`config.mk`:
```
export PLATFORM = sky130hd
export DESIGN_NAME = viterbi_path_array
export DESIGN_NICKNAME = d
export VERILOG_FILES = /design/src/rtl/vpa_pkg.sv /design/src/rtl/vpa_stack.sv /design/src/rtl/vpa_pe.sv /design/src/rtl/vpa_ctrl.sv /design/src/rtl/viterbi_path_array.sv
export SDC_FILE = /design/constraint.sdc
export NUM_CORES = 1
export LEC_CHECK = 0
export BUFFER_PORTS_ARGS = -buffer_cell sky130_fd_sc_hd__buf_2
export CAP_MARGIN = 20
export CELL_PAD_IN_SITES_DETAIL_PLACEMENT = 0
export CELL_PAD_IN_SITES_GLOBAL_PLACEMENT = 1
export CORE_MARGIN = 2
export CORE_UTILIZATION = 47
export DETAILED_ROUTE_END_ITERATION = 16
export PLACE_DENSITY_LB_ADDON = 0.1
export SLEW_MARGIN = 20
export SYNTH_ARGS = -nofsm -noshare
export SYNTH_HDL_FRONTEND = slang
export SYNTH_HIERARCHICAL = 1
export SYNTH_SLANG_ARGS = --single-unit
```
`constraint.sdc`:
```
create_clock -name clk -period 13.2 [get_ports clk]
set_clock_uncertainty 0.1 [all_clocks]
set_input_delay 2.64 -clock clk [delete_from_list [all_inputs] [get_ports clk]]
set_output_delay 2.64 -clock clk [all_outputs]
set_load 0.05 [all_outputs]
```
`src/rtl/vpa_pkg.sv`:
```
// Shared types for the adjacent-state path array.
// Assumes: pointer codes are fixed; the controller relies on them.
package vpa_pkg;
    // Relative parent pointer stored on each element's stack.
    typedef enum logic [1:0] {
        PTR_SELF = 2'b00,
        PTR_UP   = 2'b01,
        PTR_DOWN = 2'b10
    } ptr_t;

    // Controller phase.
    typedef enum logic [1:0] {
        PH_IDLE = 2'b00,
        PH_FWD  = 2'b01,
        PH_BWD  = 2'b10
    } phase_t;
endpackage

```
`src/rtl/vpa_stack.sv`:
```
// Private pointer stack of one element.
// Assumes: the controller never pushes a full stack or pops an empty one;
// DEPTH >= 2. Contents are not reset, only the fill level.
module vpa_stack #(
    parameter int W     = 2,
    parameter int DEPTH = 8
) (
    input  logic         clk,
    input  logic         rst_n,
    input  logic         clear,
    input  logic         push,
    input  logic         pop,
    input  logic [W-1:0] din,
    output logic [W-1:0] top
);
    localparam int AW   = $clog2(DEPTH);
    localparam int CNTW = $clog2(DEPTH + 1);

    logic [W-1:0]    mem [DEPTH];
    logic [CNTW-1:0] fill;
    logic [CNTW-1:0] fill_m1;

    assign fill_m1 = fill - 1'b1;
    assign top     = (fill == '0) ? '0 : mem[fill_m1[AW-1:0]];

    // Storage write on push.
    always_ff @(posedge clk) begin
        if (push && fill < CNTW'(DEPTH)) mem[fill[AW-1:0]] <= din;
    end

    // Fill level tracking.
    always_ff @(posedge clk) begin
        if (!rst_n || clear)                  fill <= '0;
        else if (push && fill < CNTW'(DEPTH)) fill <= fill + 1'b1;
        else if (pop && fill != '0)           fill <= fill_m1;
    end
endmodule

```
`src/rtl/vpa_pe.sv`:
```
// One trellis-state element: add-compare-select over self and the two
// adjacent states, a registered cost, an on-path flag and a private stack.
// Assumes: neighbour costs come from neighbour registers (lock step);
// HAS_UP/HAS_DN are 0 at the array edges so missing neighbours never win.
module vpa_pe #(
    parameter int CW     = 10,
    parameter int EPS    = 2,
    parameter int DEPTH  = 8,
    parameter bit HAS_UP = 1'b1,
    parameter bit HAS_DN = 1'b1
) (
    input  logic          clk,
    input  logic          rst_n,
    input  logic          clear,
    input  logic          step,
    input  logic          pop,
    input  logic          load_flag,
    input  logic          flag_init,
    input  logic          flag_rx,
    input  logic [CW-1:0] cost_up,
    input  logic [CW-1:0] cost_dn,
    input  logic [CW-1:0] local_c,
    input  logic [CW-1:0] tr_self,
    input  logic [CW-1:0] tr_up,
    input  logic [CW-1:0] tr_dn,
    output logic [CW-1:0] cost,
    output logic          flag,
    output vpa_pkg::ptr_t popped
);
    import vpa_pkg::*;

    localparam int            SW   = CW + 2;
    localparam logic [CW-1:0] CMAX = '1;
    localparam logic [SW-1:0] EPSW = SW'(EPS);

    logic [SW-1:0] c_self, c_up, c_dn, best, total;
    ptr_t          sel;
    logic [CW-1:0] next_cost;
    logic [1:0]    top_raw;

    // Candidate sums and ordered selection with tolerance.
    always_comb begin
        c_self = SW'(cost) + SW'(tr_self);
        c_up   = SW'(cost_up) + SW'(tr_up);
        c_dn   = SW'(cost_dn) + SW'(tr_dn);
        best   = c_self;
        sel    = PTR_SELF;
        if (HAS_UP && (c_up + EPSW < best)) begin
            best = c_up;
            sel  = PTR_UP;
        end
        if (HAS_DN && (c_dn + EPSW < best)) begin
            best = c_dn;
            sel  = PTR_DOWN;
        end
        total     = best + SW'(local_c);
        next_cost = (total > SW'(CMAX)) ? CMAX : total[CW-1:0];
    end

    // Accumulated cost register.
    always_ff @(posedge clk) begin
        if (!rst_n || clear) cost <= '0;
        else if (step)       cost <= next_cost;
    end

    // On-path flag: loaded at backtrack start, then handed between neighbours.
    always_ff @(posedge clk) begin
        if (!rst_n || clear) flag <= 1'b0;
        else if (load_flag)  flag <= flag_init;
        else if (pop)        flag <= (flag && popped == PTR_SELF) || flag_rx;
    end

    vpa_stack #(.W(2), .DEPTH(DEPTH)) u_stack (
        .clk   (clk),
        .rst_n (rst_n),
        .clear (clear),
        .push  (step),
        .pop   (pop),
        .din   (sel),
        .top   (top_raw)
    );

    assign popped = ptr_t'(top_raw);
endmodule

```
`src/rtl/vpa_ctrl.sv`:
```
// Phase control, column counting and absolute row accumulation.
// Assumes: start_fwd has priority; control pulses are ignored while
// backtracking; the row follows the popped pointer of its own element.
module vpa_ctrl #(
    parameter int NS    = 4,
    parameter int DEPTH = 8
) (
    input  logic                    clk,
    input  logic                    rst_n,
    input  logic                    start_fwd,
    input  logic                    start_bwd,
    input  logic                    col_valid,
    input  logic [$clog2(NS)-1:0]   best_idx,
    input  logic [2*NS-1:0]         ptr_vec,
    output logic                    clear,
    output logic                    step,
    output logic                    pop,
    output logic                    load_flag,
    output logic                    in_bwd,
    output logic [$clog2(DEPTH+1)-1:0] col_cnt,
    output logic [$clog2(NS)-1:0]   path_row,
    output logic                    path_valid
);
    import vpa_pkg::*;

    localparam int RW   = $clog2(NS);
    localparam int CNTW = $clog2(DEPTH + 1);

    phase_t          phase;
    logic [CNTW-1:0] left;
    logic [RW-1:0]   row;
    logic            acc_fwd, acc_bwd;
    ptr_t            row_ptr;

    // Acceptance and per-cycle strobes.
    always_comb begin
        acc_fwd   = start_fwd && phase != PH_BWD;
        acc_bwd   = start_bwd && !start_fwd && phase != PH_BWD;
        clear     = acc_fwd;
        step      = phase == PH_FWD && col_valid && col_cnt < CNTW'(DEPTH)
                    && !acc_fwd && !acc_bwd;
        load_flag = acc_bwd && col_cnt != '0;
        pop       = phase == PH_BWD && left != '0;
        in_bwd    = phase == PH_BWD;
        row_ptr   = ptr_t'(ptr_vec[row*2 +: 2]);
    end

    // Phase, counters and accumulated row.
    always_ff @(posedge clk) begin
        if (!rst_n) begin
            phase      <= PH_IDLE;
            col_cnt    <= '0;
            left       <= '0;
            row        <= '0;
            path_row   <= '0;
            path_valid <= 1'b0;
        end else begin
            path_valid <= 1'b0;
            if (acc_fwd) begin
                phase   <= PH_FWD;
                col_cnt <= '0;
            end else if (acc_bwd) begin
                phase <= (col_cnt == '0) ? PH_IDLE : PH_BWD;
                left  <= col_cnt;
                row   <= best_idx;
            end else if (step) begin
                col_cnt <= col_cnt + 1'b1;
            end else if (pop) begin
                path_row   <= row;
                path_valid <= 1'b1;
                left       <= left - 1'b1;
                case (row_ptr)
                    PTR_UP:   row <= row - 1'b1;
                    PTR_DOWN: row <= row + 1'b1;
                    default:  row <= row;
                endcase
                if (left == CNTW'(1)) begin
                    phase   <= PH_IDLE;
                    col_cnt <= '0;
                end
            end
        end
    end
endmodule

```
`src/rtl/viterbi_path_array.sv`:
```
// Top: NS lock-step elements in a line, final-cost argmin and control.
// Assumes: NS >= 2, NCOL >= 2, EPS < 2^CW.
module viterbi_path_array #(
    parameter int NS   = 4,
    parameter int NCOL = 8,
    parameter int CW   = 10,
    parameter int EPS  = 2
) (
    input  logic                  clk,
    input  logic                  rst_n,
    input  logic                  start_fwd,
    input  logic                  start_bwd,
    input  logic                  col_valid,
    input  logic [NS*CW-1:0]      local_cost,
    input  logic [3*NS*CW-1:0]    trans_cost,
    output logic [$clog2(NS)-1:0] path_row,
    output logic                  path_valid
);
    import vpa_pkg::*;

    localparam int RW   = $clog2(NS);
    localparam int CNTW = $clog2(NCOL + 1);

    logic [CW-1:0]   cost_a [NS];
    logic [NS-1:0]   flag_vec;
    logic [NS-1:0]   flag_rx;
    logic [2*NS-1:0] ptr_vec;
    logic [RW-1:0]   best_idx;
    logic            clear, step, pop, load_flag, in_bwd;
    logic [CNTW-1:0] col_cnt;

    // Lowest final cost, lowest index on equal cost.
    always_comb begin
        logic [CW-1:0] bc;
        bc       = cost_a[0];
        best_idx = '0;
        for (int k = 1; k < NS; k++) begin
            if (cost_a[k] < bc) begin
                bc       = cost_a[k];
                best_idx = RW'(k);
            end
        end
    end

    for (genvar j = 0; j < NS; j++) begin : g_pe
        localparam bit HU = (j > 0);
        localparam bit HD = (j < NS - 1);
        logic [CW-1:0] c_up, c_dn;
        ptr_t          pp;
        logic          rx_a, rx_b;

        // Neighbour cost wiring and flag hand-off into element j.
        if (HU) begin : g_u
            assign c_up = cost_a[j-1];
            assign rx_a = flag_vec[j-1] && ptr_vec[2*(j-1) +: 2] == PTR_DOWN;
        end else begin : g_nu
            assign c_up = '0;
            assign rx_a = 1'b0;
        end
        if (HD) begin : g_d
            assign c_dn = cost_a[j+1];
            assign rx_b = flag_vec[j+1] && ptr_vec[2*(j+1) +: 2] == PTR_UP;
        end else begin : g_nd
            assign c_dn = '0;
            assign rx_b = 1'b0;
        end
        assign flag_rx[j]          = rx_a || rx_b;
        assign ptr_vec[2*j +: 2]   = pp;

        vpa_pe #(
            .CW(CW), .EPS(EPS), .DEPTH(NCOL), .HAS_UP(HU), .HAS_DN(HD)
        ) u_pe (
            .clk       (clk),
            .rst_n     (rst_n),
            .clear     (clear),
            .step      (step),
            .pop       (pop),
            .load_flag (load_flag),
            .flag_init (best_idx == RW'(j)),
            .flag_rx   (flag_rx[j]),
            .cost_up   (c_up),
            .cost_dn   (c_dn),
            .local_c   (local_cost[j*CW +: CW]),
            .tr_self   (trans_cost[(3*j)*CW +: CW]),
            .tr_up     (trans_cost[(3*j+1)*CW +: CW]),
            .tr_dn     (trans_cost[(3*j+2)*CW +: CW]),
            .cost      (cost_a[j]),
            .flag      (flag_vec[j]),
            .popped    (pp)
        );
    end

    vpa_ctrl #(.NS(NS), .DEPTH(NCOL)) u_ctrl (
        .clk        (clk),
        .rst_n      (rst_n),
        .start_fwd  (start_fwd),
        .start_bwd  (start_bwd),
        .col_valid  (col_valid),
        .best_idx   (best_idx),
        .ptr_vec    (ptr_vec),
        .clear      (clear),
        .step       (step),
        .pop        (pop),
        .load_flag  (load_flag),
        .in_bwd     (in_bwd),
        .col_cnt    (col_cnt),
        .path_row   (path_row),
        .path_valid (path_valid)
    );
endmodule

```
Word level (Yosys, flattened, before mapping)
Memories as Yosys holds them, arrays and structs flattened.
Cells that the tools add are included.
{ "op_classes": {"add_sub_neg": 32, "n_lt_le_gt_ge": 18, "eq_ne": 8, "n_shift": 1, "n_mux": 58, "bitwise_logic": 4, "n_reduce_logical": 50} }
{ "ops": {"columns": ["op", "count"], "rows": [
  ["adder 10 x 10 -> 11 bit", 10],
  ["adder 12 x 2 -> 12 bit (second input constant)", 6],
  ["less-than comparator 12 bit", 6],
  ["2-to-1 mux 12 bit", 6],
  ["2-to-1 mux 10 bit", 6],
  ["2-to-1 mux 4 bit", 14],
  ["adder 12 x 10 -> 12 bit", 4],
  ["greater-than comparator 12 x 10 -> 1 bit (second input constant)", 4],
  ["2-to-1 mux 2 bit", 17],
  ["less-than comparator 10 bit", 3],
  ["adder 4 x 1 -> 4 bit (second input constant)", 5],
  ["logical NOT 4 bit", 5],
  ["less-than comparator 4 bit (second input constant)", 5],
  ["nonzero test 4 bit", 5],
  ["subtractor 4 x 1 -> 4 bit (second input constant)", 5],
  ["logical AND 1 bit", 16],
  ["nonzero test 2 bit", 8],
  ["2-to-1 mux 1 bit", 14],
  ["AND reduction 3 bit", 4],
  ["nonzero test 3 bit", 3],
  ["AND reduction 4 bit", 2],
  ["variable part select 8 x 4 -> 2 bit", 1],
  ["equality test 2 x 1 -> 1 bit (second input constant)", 2],
  ["equality test 2 bit (second input constant)", 2],
  ["other kinds (12)", 18]
]} }
{ "word_totals": {"register_bits": 71, "mem_bits_rw": 56, "inputBits": 165, "elab_cells": 190, "memories": 4} }
{ "memory_table": {"columns": ["name", "words", "width", "rd", "rd_clocked_by_memory_dff", "write_ports", "line", "rtl"], "rows": [
  ["g_pe[0].u_pe.u_stack.mem", 8, 2, 1, 0, 1, "vpa_stack.sv:19", "logic [W-1:0] mem [DEPTH];"],
  ["g_pe[1].u_pe.u_stack.mem", 8, 2, 1, 0, 1, "vpa_stack.sv:19", null],
  ["g_pe[2].u_pe.u_stack.mem", 8, 2, 1, 0, 1, "vpa_stack.sv:19", null],
  ["g_pe[3].u_pe.u_stack.mem", 8, 1, 1, 0, 1, "vpa_stack.sv:19", null]
]} }

Longest topological paths before layout
{ "logic_depth": {"depth_word": 9, "depth_mapped": 42} }

By module
Netlist, hierarchy kept.
{ "modules_own_cells": {"columns": ["module", "instances", "cells_per_inst", "area_each_um2", "seq_area_each_um2"], "rows": [
  ["vpa_pe (g_pe[0].u_pe ...)", 2, 279, 2314.7, 220.2],
  ["vpa_stack", 4, 79, 978.4, 560.5],
  ["vpa_pe (g_pe[1].u_pe)", 1, 416, 3148.0, 220.2],
  ["vpa_pe (g_pe[2].u_pe)", 1, 422, 3144.3, 220.2],
  ["viterbi_path_array", 1, 152, 1121.1, 0.0],
  ["vpa_ctrl", 1, 102, 874.6, 300.3]
]} }

Worst setup path after synthesis
OpenSTA, ideal clock, no wires.
{ "synth_timing": {"path_type": "input port to flip-flop", "startpoint": "in trans_cost[40]", "endpoint": "reg g_pe[1].u_pe.cost[9]", "setup_time_ns": 0.120, "arrival_ns": 10.148, "required_time_ns": 12.980, "slack_ns": 2.832, "path_stages": 41, "n_path_buf": 2, "path_cell_list": "ha_1 fa_1 xor2_1 ha_1 nand2b_1 a21oi_1 o211ai_1 or3_1 nor2_1 xor2_1 ha_1 a2111oi_0 o21ai_0 a21oi_1 nor2_1 a21oi_2 clkbuf_1 a21oi_1 [5 not listed] a31o_2 o31a_1 o21ai_2 buf_2 nor2_1 a21oi_1 ha_1 fa_1 a21o_1 a21oi_1 o21ai_0 a21o_1 a21o_1 a21oi_1 nand2_1 mux2_2 nor2_1 a21oi_1"} }
{ "synth_via": {"elab_chain_len": 9} }
{ "synth_rtl": {"columns": ["element", "line", "rtl"], "rows": [
  ["start: declaration", "viterbi_path_array.sv:15", "input logic [3*NS*CW-1:0] trans_cost,"],
  ["adder 10 x 10 -> 11 bit *", "vpa_pe.sv:44", "c_up = SW'(cost_up) + SW'(tr_up);"],
  ["adder 12 x 2 -> 12 bit", "vpa_pe.sv:48", "if (HAS_UP && (c_up + EPSW < best)) begin"],
  ["less-than comparator 12 bit", "vpa_pe.sv:48", null],
  ["2-to-1 mux 12 bit *", "vpa_pe.sv:48", null],
  ["less-than comparator 12 bit", "vpa_pe.sv:52", "if (HAS_DN && (c_dn + EPSW < best)) begin"],
  ["2-to-1 mux 12 bit *", "vpa_pe.sv:52", null],
  ["adder 12 x 10 -> 12 bit *", "vpa_pe.sv:56", "total = best + SW'(local_c);"],
  ["greater-than comparator 12 x 10 -> 1 bit", "vpa_pe.sv:57", "next_cost = (total > SW'(CMAX)) ? CMAX : total[CW-1:0];"],
  ["2-to-1 mux 10 bit *", "vpa_pe.sv:57", null],
  ["end signal: assignment", "vpa_pe.sv:63", "else if (step) cost <= next_cost;"],
  ["end: declaration", "vpa_pe.sv:26", "output logic [CW-1:0] cost,"]
]} }
Every way passes the cells marked *; elsewhere a longest branch is shown, timed or not.
A chain may end at the register's enable or synchronous reset.

Worst setup path in the final report
{ "layout_timing": {"startpoint": "in trans_cost[40]", "endpoint": "reg g_pe[1].u_pe.cost[2]"} }
The elaborated chain is that of the path after synthesis.

==> impl_metrics.ini <==
[hold_path]
hold_depth = 2
hold_class = register to register

[grt]
antenna_found_initial = 5
grt_max_degree = 42
grt_pass1_wl_mm = 71.92
grt_overflow = 0
grt_pass1_vias = 14146
track_usage_pct = 24.63

[finish]
ff_latch_area_mm2 = 0.003343
multiInputGateArea_mm2 = 0.01262
fillers = 3293
instances_no_fill = 2542
final_layout_size_suffix_gt1_share_pct = 12.78
areaGrowthSynthToFinish_pct = 10.59
final_nets = 2497

[sta]
max_slew_margin_pct = 33.36
drv_slew = 0
finalSetupTns_ps = 0
fin_crit_sh_pct = 85.61
fin_crit_ps = 11300
rsz0062_at_grt = false
holdWs_ps = 393.0
setup_viol = 0
clock.fmax_mhz = 88.49
worstMarginPinSlew_ps = 987.1
hold_viol = 0

[floorplan]
die_w_um = 191.7
die_area_mm2 = 0.03675
start_util_pct = 47.82
ios = 168
coreArea_mm2 = 0.03463
die_y_um = 191.7
rows = 68

[worst_setup_path]
critPathTopFamily = compound AO/OA/AOI/OAI gates
worstRegToRegCells = 39
cp_num_cells = 40
critical_path.max_stage_delay_ps = 580
cp_common_cell = a21oi_1
worstSetupStartpointType = primary input
cp-end-kind = register
cp_max_fo = 19
cp.arrival_ps = 11500
required_ps = 13400
critPathKind = primary input to register
crit_slowest_cell = a21oi_2
r2r_setup_slack_ps = 3750
worst-path-buf-inv = 1

[detailed_routing]
dr.pass1.iters = 5
route.antenna.remaining_nets = 0
routed_via_density = 5.782
drc = 0
vias = 14699
routed_wl_mm = 45.11
initialDrtViolationCount = 826
wl_per_cell_um = 17.75

[clocking]
cts_tree = yes
cts_made_buffers = 17
htree_levels = 4
clk_latency_ps = 440
cts.path.max_buffers = 2
cts_sinks = 135
clkTransAtPathRegs_ps = 60
cts_resized = 0
holdBufCountCts = 0
cts_setup_buffers = 0
root_buffer = clkbuf_16

[synthesis]
synth_area_mm2 = 0.01656
yosys_warnings = 6
synth_cells = 1927
syn_avg_cell_area_um2 = 8.593

[placement]
dp_hpwl_mm = 36.54
portBuffers = 147
place_congestion = 0.8678
place_inst = 2504

[pwr]
clockPowerShare_pct = 28.9
leakagePower_nw = 7.937
powerDensity_mw_per_mm2 = 87.29
ir_drop_mv = 0.08977
p_int_mw = 1.006
pwr-share-comb_pct = 42.2
sw_frac_of_total_pct = 37.08
power.switching_uw = 592.7
pwr-share-seq_pct = 28.9

[job]
max-cap-violations = 0

[status]
outcome = finished clean
flip-flops by register name (all words and copies together) (netlist names):
signal / count
u_ctrl/col_cnt: 4
u_ctrl/path_row: 2
g_pe.u_pe/u_stack/mem: 64
u_ctrl/left: 4
u_ctrl/phase: 2
u_ctrl/row: 2
g_pe.u_pe/u_stack/fill: 16
g_pe.u_pe/cost: 40
u_ctrl/path_valid: 1
cell usage in the layout, fill, tap and decap left out, drive strengths merged, types with 7 or more instances in the layout:
master	instances
o211ai	20
xor2	77
mux2	17
a21oi	184
o21bai	10
ha	250
nor2b	47
nor4	15
a31oi	20
o2111ai	9
and4	7
clkbuf	19
nor3b	9
conb	16
nand4	22
a211oi	26
nand2	100
mux2i	31
o21a	18
nand2b	47
o21ai	110
edfxtp	64
a21o	39
nor2	175
nor3	47
buf	154
fa	14
nand3	59
or3	10
o221a	19
dfxtp	71
and2	17
inv	114
xnor2	75
or4b	8
a211o	7
mux4	18
and3	15
a221oi	14
worst paths after layout:
kind                                        endpoint                 start
worst max-delay path            g_pe[1].u_pe/cost[2]        trans_cost[40]
worst min register to register    u_ctrl/path_row[0]    u_ctrl/path_row[0]
worst min-delay path              u_ctrl/path_row[0]    u_ctrl/path_row[0]
worst max register to register  g_pe[1].u_pe/cost[2]  g_pe[0].u_pe/cost[0]
worst reg2reg max path, delay by kind of cell, from the launching register on:
family          cells  cell delay [ps]
xor+xnor            2              440
simple gates        9             1600
compound gates     20             4350
fa+ha+maj           7             2140
mux                 1              310
flops               1              390
through the flow:
stage / cell area (um^2) / power, mW / worst slack [ps] / utilization (%)
2_1_floorplan: 16610 / 0.9936 / 2832 / -
3_3_place_gp: 17730 / 1.130 / 1491 / 51.21
5_1_grt: 18300 / 1.713 / 997.4 / 52.85
4_1_cts: 18300 / 1.609 / 1872 / 52.84
3_5_place_dp: 17730 / 1.140 / 1454 / 51.21
6_report: 18310 / 1.599 / 1899 / 52.88
area by class of cell:
| type | count | share of cell area, % |
|---|---|---|
| multi-input cells | 1650 | 68.92 |
| flip-flops and latches | 135 | 18.26 |
| repair buffers | 154 | 4.304 |
| well taps | 455 | 3.109 |
| clock buffers | 19 | 2.419 |
| inverters | 110 | 2.255 |
| clock inverters | 13 | 0.6559 |
| diodes | 6 | 0.08199 |
per-layer routing:
| metal | part of all wire (%) | GRT usage [%] |
|---|---|---|
| met5 | 0.029 | 0 |
| met4 | 1.4 | 5.503 |
| met3 | 3.5 | 3.088 |
| met2 | 48 | 42.15 |
| met1 | 48 | 33.05 |
power groups by stage:
| stage | combinational, mW | sequential [mW] | clock, mW |
|---|---|---|---|
| after global routing | 0.761 | 0.463 | 0.490 |
| final | 0.675 | 0.462 | 0.461 |
| after detailed placement | 0.668 | 0.471 | 0 |
| after floorplan | 0.527 | 0.467 | 0 |
| after CTS | 0.673 | 0.462 | 0.474 |
| after global placement | 0.659 | 0.471 | 0 |
Power figures use the tool's default switching activity.
